<file path="config.mk">
export PLATFORM = sky130hd
export DESIGN_NAME = ecg_fe_emu
export DESIGN_NICKNAME = d
export VERILOG_FILES = /design/src/rtl/efe_pkg.sv /design/src/rtl/efe_spi_link.sv /design/src/rtl/efe_regbank.sv /design/src/rtl/efe_frame_gen.sv /design/src/rtl/ecg_fe_emu.sv
export SDC_FILE = /design/constraint.sdc
export NUM_CORES = 1
export LEC_CHECK = 0
export ABC_AREA = 0
export BUFFER_PORTS_ARGS = -buffer_cell sky130_fd_sc_hd__buf_2
export CORE_ASPECT_RATIO = 0.5
export CORE_MARGIN = 5
export CORE_UTILIZATION = 50
export CTS_CLUSTER_DIAMETER = 200
export DETAILED_ROUTE_END_ITERATION = 7
export PLACE_DENSITY = 0.73
export SLEW_MARGIN = 40
export SYNTH_ARGS = -nofsm -noshare
export SYNTH_HDL_FRONTEND = slang
export SYNTH_SLANG_ARGS = --single-unit
</file>
<file path="constraint.sdc">
create_clock -name clk -period 13 [get_ports clk]
set_clock_uncertainty 0.1 [all_clocks]
set_input_delay 0.65 -clock clk [delete_from_list [all_inputs] [get_ports clk]]
set_output_delay 0.65 -clock clk [all_outputs]
set_load 0.02 [all_outputs]
</file>
<file path="src/rtl/efe_pkg.sv">
package efe_pkg;
  // single-byte commands
  localparam logic [7:0] OP_WAKE       = 8'h02;
  localparam logic [7:0] OP_SLEEP      = 8'h04;
  localparam logic [7:0] OP_STREAM_ON  = 8'h10;
  localparam logic [7:0] OP_STREAM_OFF = 8'h11;
  // register access groups, low 5 bits carry the start address
  localparam logic [2:0] OPG_RD_GRP    = 3'b001;
  localparam logic [2:0] OPG_WR_GRP    = 3'b010;

  localparam logic [7:0]  DEV_ID      = 8'h92;
  localparam logic [23:0] STATUS_WORD = 24'hC00000;

  typedef enum logic [1:0] {PW_RUN, PW_SLEEP, PW_WAKING} pwr_t;
  typedef enum logic [1:0] {CS_OPCODE, CS_COUNT, CS_BURST, CS_DRAIN} cmd_st_t;
endpackage

</file>
<file path="src/rtl/efe_spi_link.sv">
module efe_spi_link (
  input  logic       clk,
  input  logic       rst,
  input  logic       cs_n,
  input  logic       sclk,
  input  logic       mosi,
  input  logic [7:0] tx_byte,
  output logic       miso,
  output logic       rx_valid,
  output logic [7:0] rx_byte,
  output logic       first_edge,
  output logic       sess_end
);
  logic cs_m, cs_s, cs_q;
  logic sclk_m, sclk_s, sclk_q;
  logic mosi_m, mosi_s;
  logic [2:0] bit_cnt;
  logic [7:0] rx_sh, tx_sh;
  logic seen;
  logic rise, fall;

  assign rise = !cs_s && sclk_s && !sclk_q;
  assign fall = !cs_s && !sclk_s && sclk_q;

  always_ff @(posedge clk) begin
    if (rst) begin
      cs_m <= 1'b1; cs_s <= 1'b1; cs_q <= 1'b1;
      sclk_m <= 1'b0; sclk_s <= 1'b0; sclk_q <= 1'b0;
      mosi_m <= 1'b0; mosi_s <= 1'b0;
      bit_cnt <= '0; rx_sh <= '0; tx_sh <= '0; rx_byte <= '0;
      rx_valid <= 1'b0; first_edge <= 1'b0; sess_end <= 1'b0;
      seen <= 1'b0; miso <= 1'b0;
    end else begin
      cs_m <= cs_n;   cs_s <= cs_m;   cs_q <= cs_s;
      sclk_m <= sclk; sclk_s <= sclk_m; sclk_q <= sclk_s;
      mosi_m <= mosi; mosi_s <= mosi_m;
      rx_valid <= 1'b0;
      first_edge <= 1'b0;
      sess_end <= cs_s && !cs_q;
      if (cs_s) begin
        bit_cnt <= '0;
        seen <= 1'b0;
        miso <= 1'b0;
      end else begin
        if (rise) begin
          if (!seen) first_edge <= 1'b1;
          seen <= 1'b1;
          if (bit_cnt == 3'd0) begin
            miso  <= tx_byte[7];
            tx_sh <= {tx_byte[6:0], 1'b0};
          end else begin
            miso  <= tx_sh[7];
            tx_sh <= {tx_sh[6:0], 1'b0};
          end
        end
        if (fall) begin
          rx_sh   <= {rx_sh[6:0], mosi_s};
          bit_cnt <= bit_cnt + 3'd1;
          if (bit_cnt == 3'd7) begin
            rx_valid <= 1'b1;
            rx_byte  <= {rx_sh[6:0], mosi_s};
          end
        end
      end
    end
  end


  miso_hold_chk: assert property (@(posedge clk) disable iff (rst)
    (!rise && !cs_s) |=> $stable(miso));
endmodule

</file>
<file path="src/rtl/efe_regbank.sv">
module efe_regbank #(
  parameter int NREG = 26,
  parameter int AW   = 5,
  parameter int DW   = 8,
  parameter logic [DW-1:0] ID_VALUE = 8'h92
) (
  input  logic          clk,
  input  logic          rst,
  input  logic          wr_en,
  input  logic [AW-1:0] wr_addr,
  input  logic [DW-1:0] wr_data,
  input  logic [AW-1:0] rd_addr,
  output logic [DW-1:0] rd_data
);
  localparam logic [AW-1:0] LAST = AW'(NREG - 1);

  logic [DW-1:0] regs [NREG];

  always_ff @(posedge clk) begin
    if (rst) begin
      for (int i = 0; i < NREG; i++) regs[i] <= '0;
    end else if (wr_en) begin
      regs[wr_addr] <= wr_data;
    end
  end

  always_ff @(posedge clk) begin
    if (rst)                  rd_data <= '0;
    else if (rd_addr == '0)   rd_data <= ID_VALUE;
    else if (rd_addr <= LAST) rd_data <= regs[rd_addr];
    else                      rd_data <= '0;
  end


  wr_range_chk: assert property (@(posedge clk) disable iff (rst)
    wr_en |-> (wr_addr != '0 && wr_addr <= LAST));
endmodule

</file>
<file path="src/rtl/efe_frame_gen.sv">
module efe_frame_gen
  import efe_pkg::*;
#(
  parameter int NCH           = 8,
  parameter int SBITS         = 24,
  parameter int SAMPLE_PERIOD = 100000,
  parameter int WAKE_DELAY    = 1000,
  parameter int IDXW          = 5
) (
  input  logic            clk,
  input  logic            rst,
  input  logic            sleep_req,
  input  logic            wake_req,
  input  logic            rdy_clr,
  input  logic [IDXW-1:0] byte_idx,
  output logic [7:0]      frame_byte,
  output logic            data_rdy_n
);
  localparam int STAT_BYTES  = 3;
  localparam int FRAME_BYTES = STAT_BYTES + NCH * SBITS / 8;
  localparam int FRAME_BITS  = FRAME_BYTES * 8;
  localparam int BPW         = $clog2(FRAME_BITS);
  localparam int TW          = $clog2(SAMPLE_PERIOD);
  localparam int WW          = $clog2(WAKE_DELAY + 1);

  pwr_t            pwr;
  logic [TW-1:0]   tick_cnt;
  logic [WW-1:0]   wake_cnt;
  logic            tick, pre_tick;
  logic [SBITS-1:0] ch_cnt [NCH];
  logic [SBITS-1:0] snap   [NCH];
  logic [FRAME_BITS-1:0] frame_vec;
  logic [BPW-1:0]  bitpos;

  assign tick     = (pwr == PW_RUN) && (tick_cnt == TW'(SAMPLE_PERIOD - 1));
  assign pre_tick = (pwr == PW_RUN) && (tick_cnt == TW'(SAMPLE_PERIOD - 2));

  always_ff @(posedge clk) begin
    if (rst) begin
      pwr <= PW_RUN;
      tick_cnt <= '0;
      wake_cnt <= '0;
      data_rdy_n <= 1'b1;
    end else if (sleep_req) begin
      pwr <= PW_SLEEP;
      tick_cnt <= '0;
      data_rdy_n <= 1'b1;
    end else begin
      case (pwr)
        PW_RUN: begin
          tick_cnt <= tick ? '0 : tick_cnt + 1'b1;
          if (tick)         data_rdy_n <= 1'b0;
          else if (pre_tick) data_rdy_n <= 1'b1;
          else if (rdy_clr) data_rdy_n <= 1'b1;
        end
        PW_SLEEP: begin
          if (wake_req) begin
            pwr <= PW_WAKING;
            wake_cnt <= '0;
          end
        end
        default: begin
          if (wake_cnt == WW'(WAKE_DELAY - 1)) begin
            pwr <= PW_RUN;
            tick_cnt <= '0;
          end else begin
            wake_cnt <= wake_cnt + 1'b1;
          end
        end
      endcase
    end
  end

  always_ff @(posedge clk) begin
    if (rst) begin
      for (int i = 0; i < NCH; i++) begin
        ch_cnt[i] <= '0;
        snap[i]   <= '0;
      end
    end else if (tick) begin
      for (int i = 0; i < NCH; i++) begin
        snap[i]   <= ch_cnt[i];
        ch_cnt[i] <= ch_cnt[i] + SBITS'(i + 1);
      end
    end
  end

  assign frame_vec[FRAME_BITS-1 -: 24] = STATUS_WORD;
  for (genvar g = 0; g < NCH; g++) begin : g_pack
    assign frame_vec[(NCH-1-g)*SBITS +: SBITS] = snap[g];
  end

  always_comb begin
    bitpos = BPW'((FRAME_BYTES - 1 - int'(byte_idx)) * 8);
    if (byte_idx < IDXW'(FRAME_BYTES)) frame_byte = frame_vec[bitpos +: 8];
    else                               frame_byte = 8'h00;
  end


  sleep_rdy_chk: assert property (@(posedge clk) disable iff (rst)
    (pwr != PW_RUN) |-> data_rdy_n);

  rdy_fall_chk: assert property (@(posedge clk) disable iff (rst)
    $fell(data_rdy_n) |-> $past(pwr == PW_RUN));
endmodule

</file>
<file path="src/rtl/ecg_fe_emu.sv">
module ecg_fe_emu
  import efe_pkg::*;
#(
  parameter int NREG          = 26,
  parameter int NCH           = 8,
  parameter int SBITS         = 24,
  parameter int SAMPLE_PERIOD = 100000,
  parameter int WAKE_DELAY    = 1000
) (
  input  logic clk,
  input  logic rst,
  input  logic spi_cs_n,
  input  logic spi_sclk,
  input  logic spi_mosi,
  output logic spi_miso,
  output logic data_rdy_n
);
  localparam int AW          = 5;
  localparam int FRAME_BYTES = 3 + NCH * SBITS / 8;
  localparam int IDXW        = $clog2(FRAME_BYTES + 1);
  localparam logic [AW-1:0] LAST = AW'(NREG - 1);

  logic            rx_valid, first_edge, sess_end;
  logic [7:0]      rx_byte, tx_byte, rd_data, frame_byte;
  cmd_st_t         cmd_st;
  logic            streaming, is_wr;
  logic [AW-1:0]   addr, left;
  logic [IDXW-1:0] frame_idx;
  logic            sleep_req, wake_req;
  logic            wr_en;
  logic [AW-1:0]   wr_addr;
  logic [7:0]      wr_data;

  efe_spi_link u_link (
    .clk(clk), .rst(rst), .cs_n(spi_cs_n), .sclk(spi_sclk), .mosi(spi_mosi),
    .tx_byte(tx_byte), .miso(spi_miso), .rx_valid(rx_valid), .rx_byte(rx_byte),
    .first_edge(first_edge), .sess_end(sess_end)
  );

  efe_regbank #(.NREG(NREG), .AW(AW), .DW(8), .ID_VALUE(DEV_ID)) u_regs (
    .clk(clk), .rst(rst), .wr_en(wr_en), .wr_addr(wr_addr), .wr_data(wr_data),
    .rd_addr(addr), .rd_data(rd_data)
  );

  efe_frame_gen #(
    .NCH(NCH), .SBITS(SBITS), .SAMPLE_PERIOD(SAMPLE_PERIOD),
    .WAKE_DELAY(WAKE_DELAY), .IDXW(IDXW)
  ) u_frame (
    .clk(clk), .rst(rst), .sleep_req(sleep_req), .wake_req(wake_req),
    .rdy_clr(first_edge), .byte_idx(frame_idx), .frame_byte(frame_byte),
    .data_rdy_n(data_rdy_n)
  );

  always_comb begin
    if (streaming)                              tx_byte = frame_byte;
    else if (cmd_st == CS_BURST && !is_wr)      tx_byte = rd_data;
    else                                        tx_byte = 8'h00;
  end

  always_ff @(posedge clk) begin
    if (rst) begin
      cmd_st <= CS_OPCODE;
      streaming <= 1'b0;
      is_wr <= 1'b0;
      addr <= '0;
      left <= '0;
      frame_idx <= '0;
      sleep_req <= 1'b0;
      wake_req <= 1'b0;
      wr_en <= 1'b0;
      wr_addr <= '0;
      wr_data <= '0;
    end else begin
      sleep_req <= 1'b0;
      wake_req <= 1'b0;
      wr_en <= 1'b0;
      if (sess_end) begin
        cmd_st <= CS_OPCODE;
        frame_idx <= '0;
      end else if (rx_valid) begin
        if (streaming) begin
          if (rx_byte == OP_STREAM_OFF) streaming <= 1'b0;
          if (frame_idx != IDXW'(FRAME_BYTES)) frame_idx <= frame_idx + 1'b1;
        end else begin
          case (cmd_st)
            CS_OPCODE: begin
              if (rx_byte[7:5] == OPG_RD_GRP || rx_byte[7:5] == OPG_WR_GRP) begin
                addr   <= rx_byte[4:0];
                is_wr  <= (rx_byte[7:5] == OPG_WR_GRP);
                cmd_st <= CS_COUNT;
              end else if (rx_byte == OP_STREAM_ON) begin
                streaming <= 1'b1;
                frame_idx <= '0;
              end else if (rx_byte == OP_SLEEP) begin
                sleep_req <= 1'b1;
              end else if (rx_byte == OP_WAKE) begin
                wake_req <= 1'b1;
              end
            end
            CS_COUNT: begin
              left   <= rx_byte[4:0];
              cmd_st <= CS_BURST;
            end
            CS_BURST: begin
              if (is_wr && addr != '0 && addr <= LAST) begin
                wr_en   <= 1'b1;
                wr_addr <= addr;
                wr_data <= rx_byte;
              end
              addr <= addr + 1'b1;
              if (left == '0) cmd_st <= CS_DRAIN;
              else            left <= left - 1'b1;
            end
            default: ;
          endcase
        end
      end
    end
  end


  no_wr_stream_chk: assert property (@(posedge clk) disable iff (rst)
    streaming |-> !wr_en);

  drain_quiet_chk: assert property (@(posedge clk) disable iff (rst)
    (cmd_st == CS_DRAIN) |=> !wr_en);
endmodule

</file>
======== Word-level counts from Yosys, hierarchy flattened ========
Memory sizes are Yosys's and may differ from the RTL's. A register that Yosys moved wholly into a read port is not among the register bits.
Cells that the tools add are included.
operators by class
  $add $sub $neg .......................... 15
  multiply operators ...................... 0
  div/mod/pow operators ................... 0
  magnitude comparators ................... 2
  eq/ne operators ......................... 23
  shift operators ......................... 1
  muxes and demuxes ....................... 71
  bitwise gates (word level) .............. 28
  reduce and logical (&&, ||, !) cells .... 56
operator list
  kind                                           count
  2-to-1 mux 24 bit                              16
  variable part select 216 x 9 -> 8 bit          1
  adder 24 x 3 -> 24 bit, second input constant  4
  2-to-1 mux 8 bit                               7
  2-to-1 mux 5 bit                               10
  adder 24 x 2 -> 24 bit, second input constant  2
  == test 17 bit, second input constant          2
  2-to-1 mux 17 bit                              2
  case mux 17 bit (2 select lines)               1
  AND reduction 5 bit                            6
  adder 24 x 1 -> 24 bit, second input constant  1
  adder 24 x 4 -> 24 bit, second input constant  1
  2-to-1 mux 1 bit                               24
  2-to-1 mux 10 bit                              2
  case mux 10 bit (2 select lines)               1
  case mux 5 bit (2 select lines)                2
  adder 17 x 1 -> 17 bit, second input constant  1
  == test 8 x 5 -> 1 bit, second input constant  2
  OR 1 bit                                       16
  OR reduction 8 bit                             2
  != test 2 bit, second input constant           6
  NOT 1 bit                                      12
  nonzero test 2 bit                             6
  adder 10 x 1 -> 10 bit, second input constant  1
  other kinds (35)                               68
word-level totals
  register bits ........................... 112
  latch bits .............................. 0
  RAM bits ................................ 592
  memory bits (read-only) ................. 0
  bits of input ports ..................... 5
  memories kept ........................... 3
memories
  memory          depth  width  read ports  clocked after memory_dff  wr ports  line                 text
  u_regs.regs     26     8      1           1                         26        efe_regbank.sv:17    logic [DW-1:0] regs [NREG];
  u_frame.ch_cnt  8      24     8           0                         8         efe_frame_gen.sv:30  logic [SBITS-1:0] ch_cnt [NCH];
  u_frame.snap    8      24     8           0                         8         efe_frame_gen.sv:31  logic [SBITS-1:0] snap [NCH];

======== Depth between registers and ports, before layout ========
  depth in word-level cells ............... 6
  gate-level depth with buffers ........... 13
  gate-level depth less buffers ........... 8

======== By module ========
A second synthesis with hierarchy kept.
second synthesis, totals
  cell total of the unflattened synthesis .. 2,684
  area, all modules ....................... 33,027.9 sq um
by module, submodules not included
  module         instances  cells an instance  area an instance (sq um)
  efe_frame_gen  1          1,638              19,592.5
  efe_regbank    1          658                10,060.9
  ecg_fe_emu     1          241                1,974.4
  efe_spi_link   1          147                1,400.1

======== Worst setup path before layout ========
No wires, ideal clock.
  path type ............................... input port to flip-flop
  start point ............................. in rst
  end point ............................... mem u_frame.ch_cnt[0][0] (enable)
  library setup time ...................... 801 ps
  arrival time ............................ 10,337 ps
  data required time ...................... 12,099 ps
  slack ................................... 1,762 ps
  stages on the path ...................... 4
  path through ............................ clkbuf_1 > clkbuf_1 > clkbuf_1 > nand2b_1
RTL lines
  element      line                 text
  from (decl)  ecg_fe_emu.sv:11     input logic rst,
  to (decl)    efe_frame_gen.sv:30

======== Worst setup path after layout ========
  start point ............................. reg frame_idx[0]
  end point ............................... reg u_link.tx_sh[4]
on the way
  longest elaborated chain between the ends .. 5
  elaborated cells between the ends (all ways) .. 6
  classes of those cells .................. add/sub (1); order compare (1); shift (1); mux (3)
ends and longest elaborated chain
  element                                line                 text
  from (decl)                            ecg_fe_emu.sv:28     logic [IDXW-1:0] frame_idx;
  from (signal assigned)                 ecg_fe_emu.sv:83     if (frame_idx != IDXW'(FRAME_BYTES)) frame_idx <= frame_idx + 1'b1;
  subtractor 5 bit                       efe_frame_gen.sv:94  bitpos = BPW'((FRAME_BYTES - 1 - int'(byte_idx)) * 8);
  variable part select 216 x 9 -> 8 bit  efe_frame_gen.sv:95  if (byte_idx < IDXW'(FRAME_BYTES)) frame_byte = frame_vec[bitpos +: 8];
  2-to-1 mux 8 bit *                     efe_frame_gen.sv:95
  2-to-1 mux 8 bit *                     ecg_fe_emu.sv:55     if (streaming) tx_byte = frame_byte;
  2-to-1 mux 8 bit *                     efe_spi_link.sv:48   if (bit_cnt == 3'd0) begin
  to (signal assigned)                   efe_spi_link.sv:50   tx_sh <= {tx_byte[6:0], 1'b0};
  to (signal assigned)                   efe_spi_link.sv:53   tx_sh <= {tx_sh[6:0], 1'b0};
  to (decl)                              efe_spi_link.sv:18   logic [7:0] rx_sh, tx_sh;
Mark *: on every way between the ends. The rest lies on a longest branch, timed or not.
A chain may end at the register's enable or synchronous reset.

==> qor.yml <==
status: "complete, no violations"
synth_edf_count: 626
rows: 67
slowest_stage: "ha_2"
layout-drive-gt1-share_pct: 11.6
setup_viol: 0
rr_startpoint: "frame_idx[0]$_SDFFE_PP0P_"
cap_violations: 0
critical_path_class: "reg -> reg"
gr-usage-met2_pct: 30.1
hold_violations: 0
globalRouteMet1Util_pct: 28.0
vdd_drop_max_mv: 0.0899
cts_setup_buffers: 0
crit_chain: "buf_6, clkinv_1, ha_2, buf_4, mux4_2, mux2i_1, o21ai_0, o2111ai_1, a31oi_1, a211o_1"
antenna_found_initial: 0
clk_latency_ps: 600
drcViolationCount: 0
grtUsageMet3_pct: 3.30
synth-main-ff-cell: "edfxtp_1"
multi_input_area_sq_mm: 0.0125
numPortBuffers: 6
num_vias: 20400
rsz0062_at_grt: "false"
syn_area_sq_mm: 0.0343
place.gp.congestion: 0.858
synthTopCellsByCount: "edfxtp_1 (626), and2_1 (355), nor2_1 (352)"
synth_top_area_share_pct: 54.8
required_ps: 13390
crit_start: "frame_idx[0]$_SDFFE_PP0P_"
seqCellArea_sq_mm: 0.0211
syn_avg_cell_area_sq_um: 12.9
power.leakage_nw: 12.6
clkTransAtPathRegs_ps: 60
worstPathMaxFanout: 48
fin_crit_ps: 4010
die_h_um: 195
wl_per_cell_um: 19.9
diodes: 0
grt_busiest_layer: "met2"
min_path_type: "in -> reg"
seq_area_frac_synth_pct: 61.6
grt_overflow: 0
netlist_instances: 2661
setup_tns_ps: 0
syn_nets: 2691
place_area_sq_mm: 0.0351
cts_made_buffers: 69
clock.fmax_mhz: 249
grt_pass1_wl_mm: 113
final_area_sq_mm: 0.0373
core_sq_mm: 0.0675
yosysUniqueCellTypes: 76
nets: 2658
ant_nets: 0
initial_utilization_pct: 50.8
hpwlAfterDp_mm: 45.7
start_kind: "register"
tightestPinTransition_ps: 838
ctsLongestPathBuffers: 3
area_growth_pct: 8.82
synth-seq-cells: 742
cts_root_buf: "clkbuf_16"
cp.buffers_inverters: 3
drt_first_pass_iters: 5
holdCritStartpoint: "spi_cs_n"
synth_top_area_cell: "edfxtp_1"
drt-total-wl_mm: 71.3
grt_max_degree: 135
drt_iter0_markers: 2110
fp.dieArea_sq_mm: 0.0743
fill_cells: 5287
fin_crit_sh_pct: 30.9
tritoncts: "yes"
vias_per_cell: 5.70
cpPeakStageDelay_ps: 900
ctsResizeCount: 0
die_x_um: 380
yosysMostFrequentCell: "edfxtp_1"
yosysWarnings: 0
p_per_area_mw_per_mm2: 130
cts_hold_buf: 0
arrival_ps: 4400
first_global_vias: 19800
synth-async-reset-ratio_pct: 0
maxSlewViolCount: 0
slew_headroom_pct: 43.8
clkSinkCount: 742
path_delay_family: "buffers and inverters"
pin_count: 7
grt_use_total_pct: 19.1
endpoint_kind: "register"
synthTopCellsByArea: "edfxtp_1 (55%), mux4_2 (7.7%), dfxtp_1 (6.8%), and2_1 (6.5%), nor2_1 (3.9%)"
h-tree-depth: 3
[flip-flops by register name (all words and copies together) (netlist names), 8 cells and up, named ones only]
signal and count:
u_regs.regs 256, u_frame.wake_cnt 10, u_frame.snap 185, u_frame.tick_cnt 17
wr_data 8, u_link.rx_byte 8, u_regs.rd_data 8, u_frame.ch_cnt 185
[routing by layer]
layer	vias to the layer above	share of wire (%)	wire length (um)
li1	9519	-	-
met1	10100	45	32200
met2	624	46	33100
met3	109	6.3	4460
met4	0	2.1	1520
met5	-	0	0
[logic make-up after synthesis]
group	after synthesis	synth area share [%]
AND/OR/NAND/NOR	1204	18.4
buffers and inverters	173	2.18
adder cells (fa/ha/maj)	25	0.912
multiplexers	162	9.02
flip-flops	742	61.6
AO/OA/AOI/OAI	172	3.24
XOR/XNOR	183	4.73
[cell type report]
cell class	instances	share of cell area [%]
clock buffers	97	5.27
clock inverters	26	0.546
inverters	41	0.412
multi-input cells	1746	33.5
flip-flops and latches	742	56.6
well taps	897	3.01
repair buffers	28	0.630
[power by group]
part           internal [mW]  total (mW)  switching, mW
logic                 0.0574       0.143         0.0858
registers               2.66        2.73         0.0645
clock network           1.12        1.98          0.862
total                   3.83        4.85           1.01
[per-stage QoR]
stage / power (mW) / std cells / setup slack [ps] / hold slack [ps] / utilization (%)
2_1_floorplan: 2.88 / 2661 / 1760 / 272 / -
3_3_place_gp: 2.91 / 3454 / 8700 / 274 / 52.0
3_5_place_dp: 2.92 / 3454 / 8800 / 286 / 52.1
4_1_cts: 4.88 / 3577 / 8800 / 120 / 55.3
5_1_grt: 5.01 / 3577 / 8770 / 121 / 55.3
6_report: 4.85 / 3577 / 8990 / 152 / 55.3
[worst paths after layout]
check	depth (start not counted)	to	slack, ps
setup / recovery	10	u_link.tx_sh[4]$_SDFFE_PP0P_	8990
hold / removal	2	u_link.cs_m$_SDFF_PP1_	150
setup reg to reg	10	u_link.tx_sh[4]$_SDFFE_PP0P_	8990
hold reg to reg	1	u_link.sess_end$_SDFF_PP0_	290
[cells in the final DEF, fill, tap and decap left out, drive strengths merged, types with 8 or more instances in the layout]
cell,instances
a21oi,51
a221oi,8
a31oi,9
and2,355
and3,31
and4,17
buf,28
clkbuf,97
clkinv,22
dfxtp,116
edfxtp,626
ha,25
inv,40
mux2i,38
mux4,117
nand2,131
nand2b,17
nand3,85
nand4,42
nor2,353
nor2b,60
nor3,32
nor3b,8
nor4,8
o21ai,40
or2,33
or3,10
xnor2,69
xor2,114
Power figures use the tool's default switching activity.
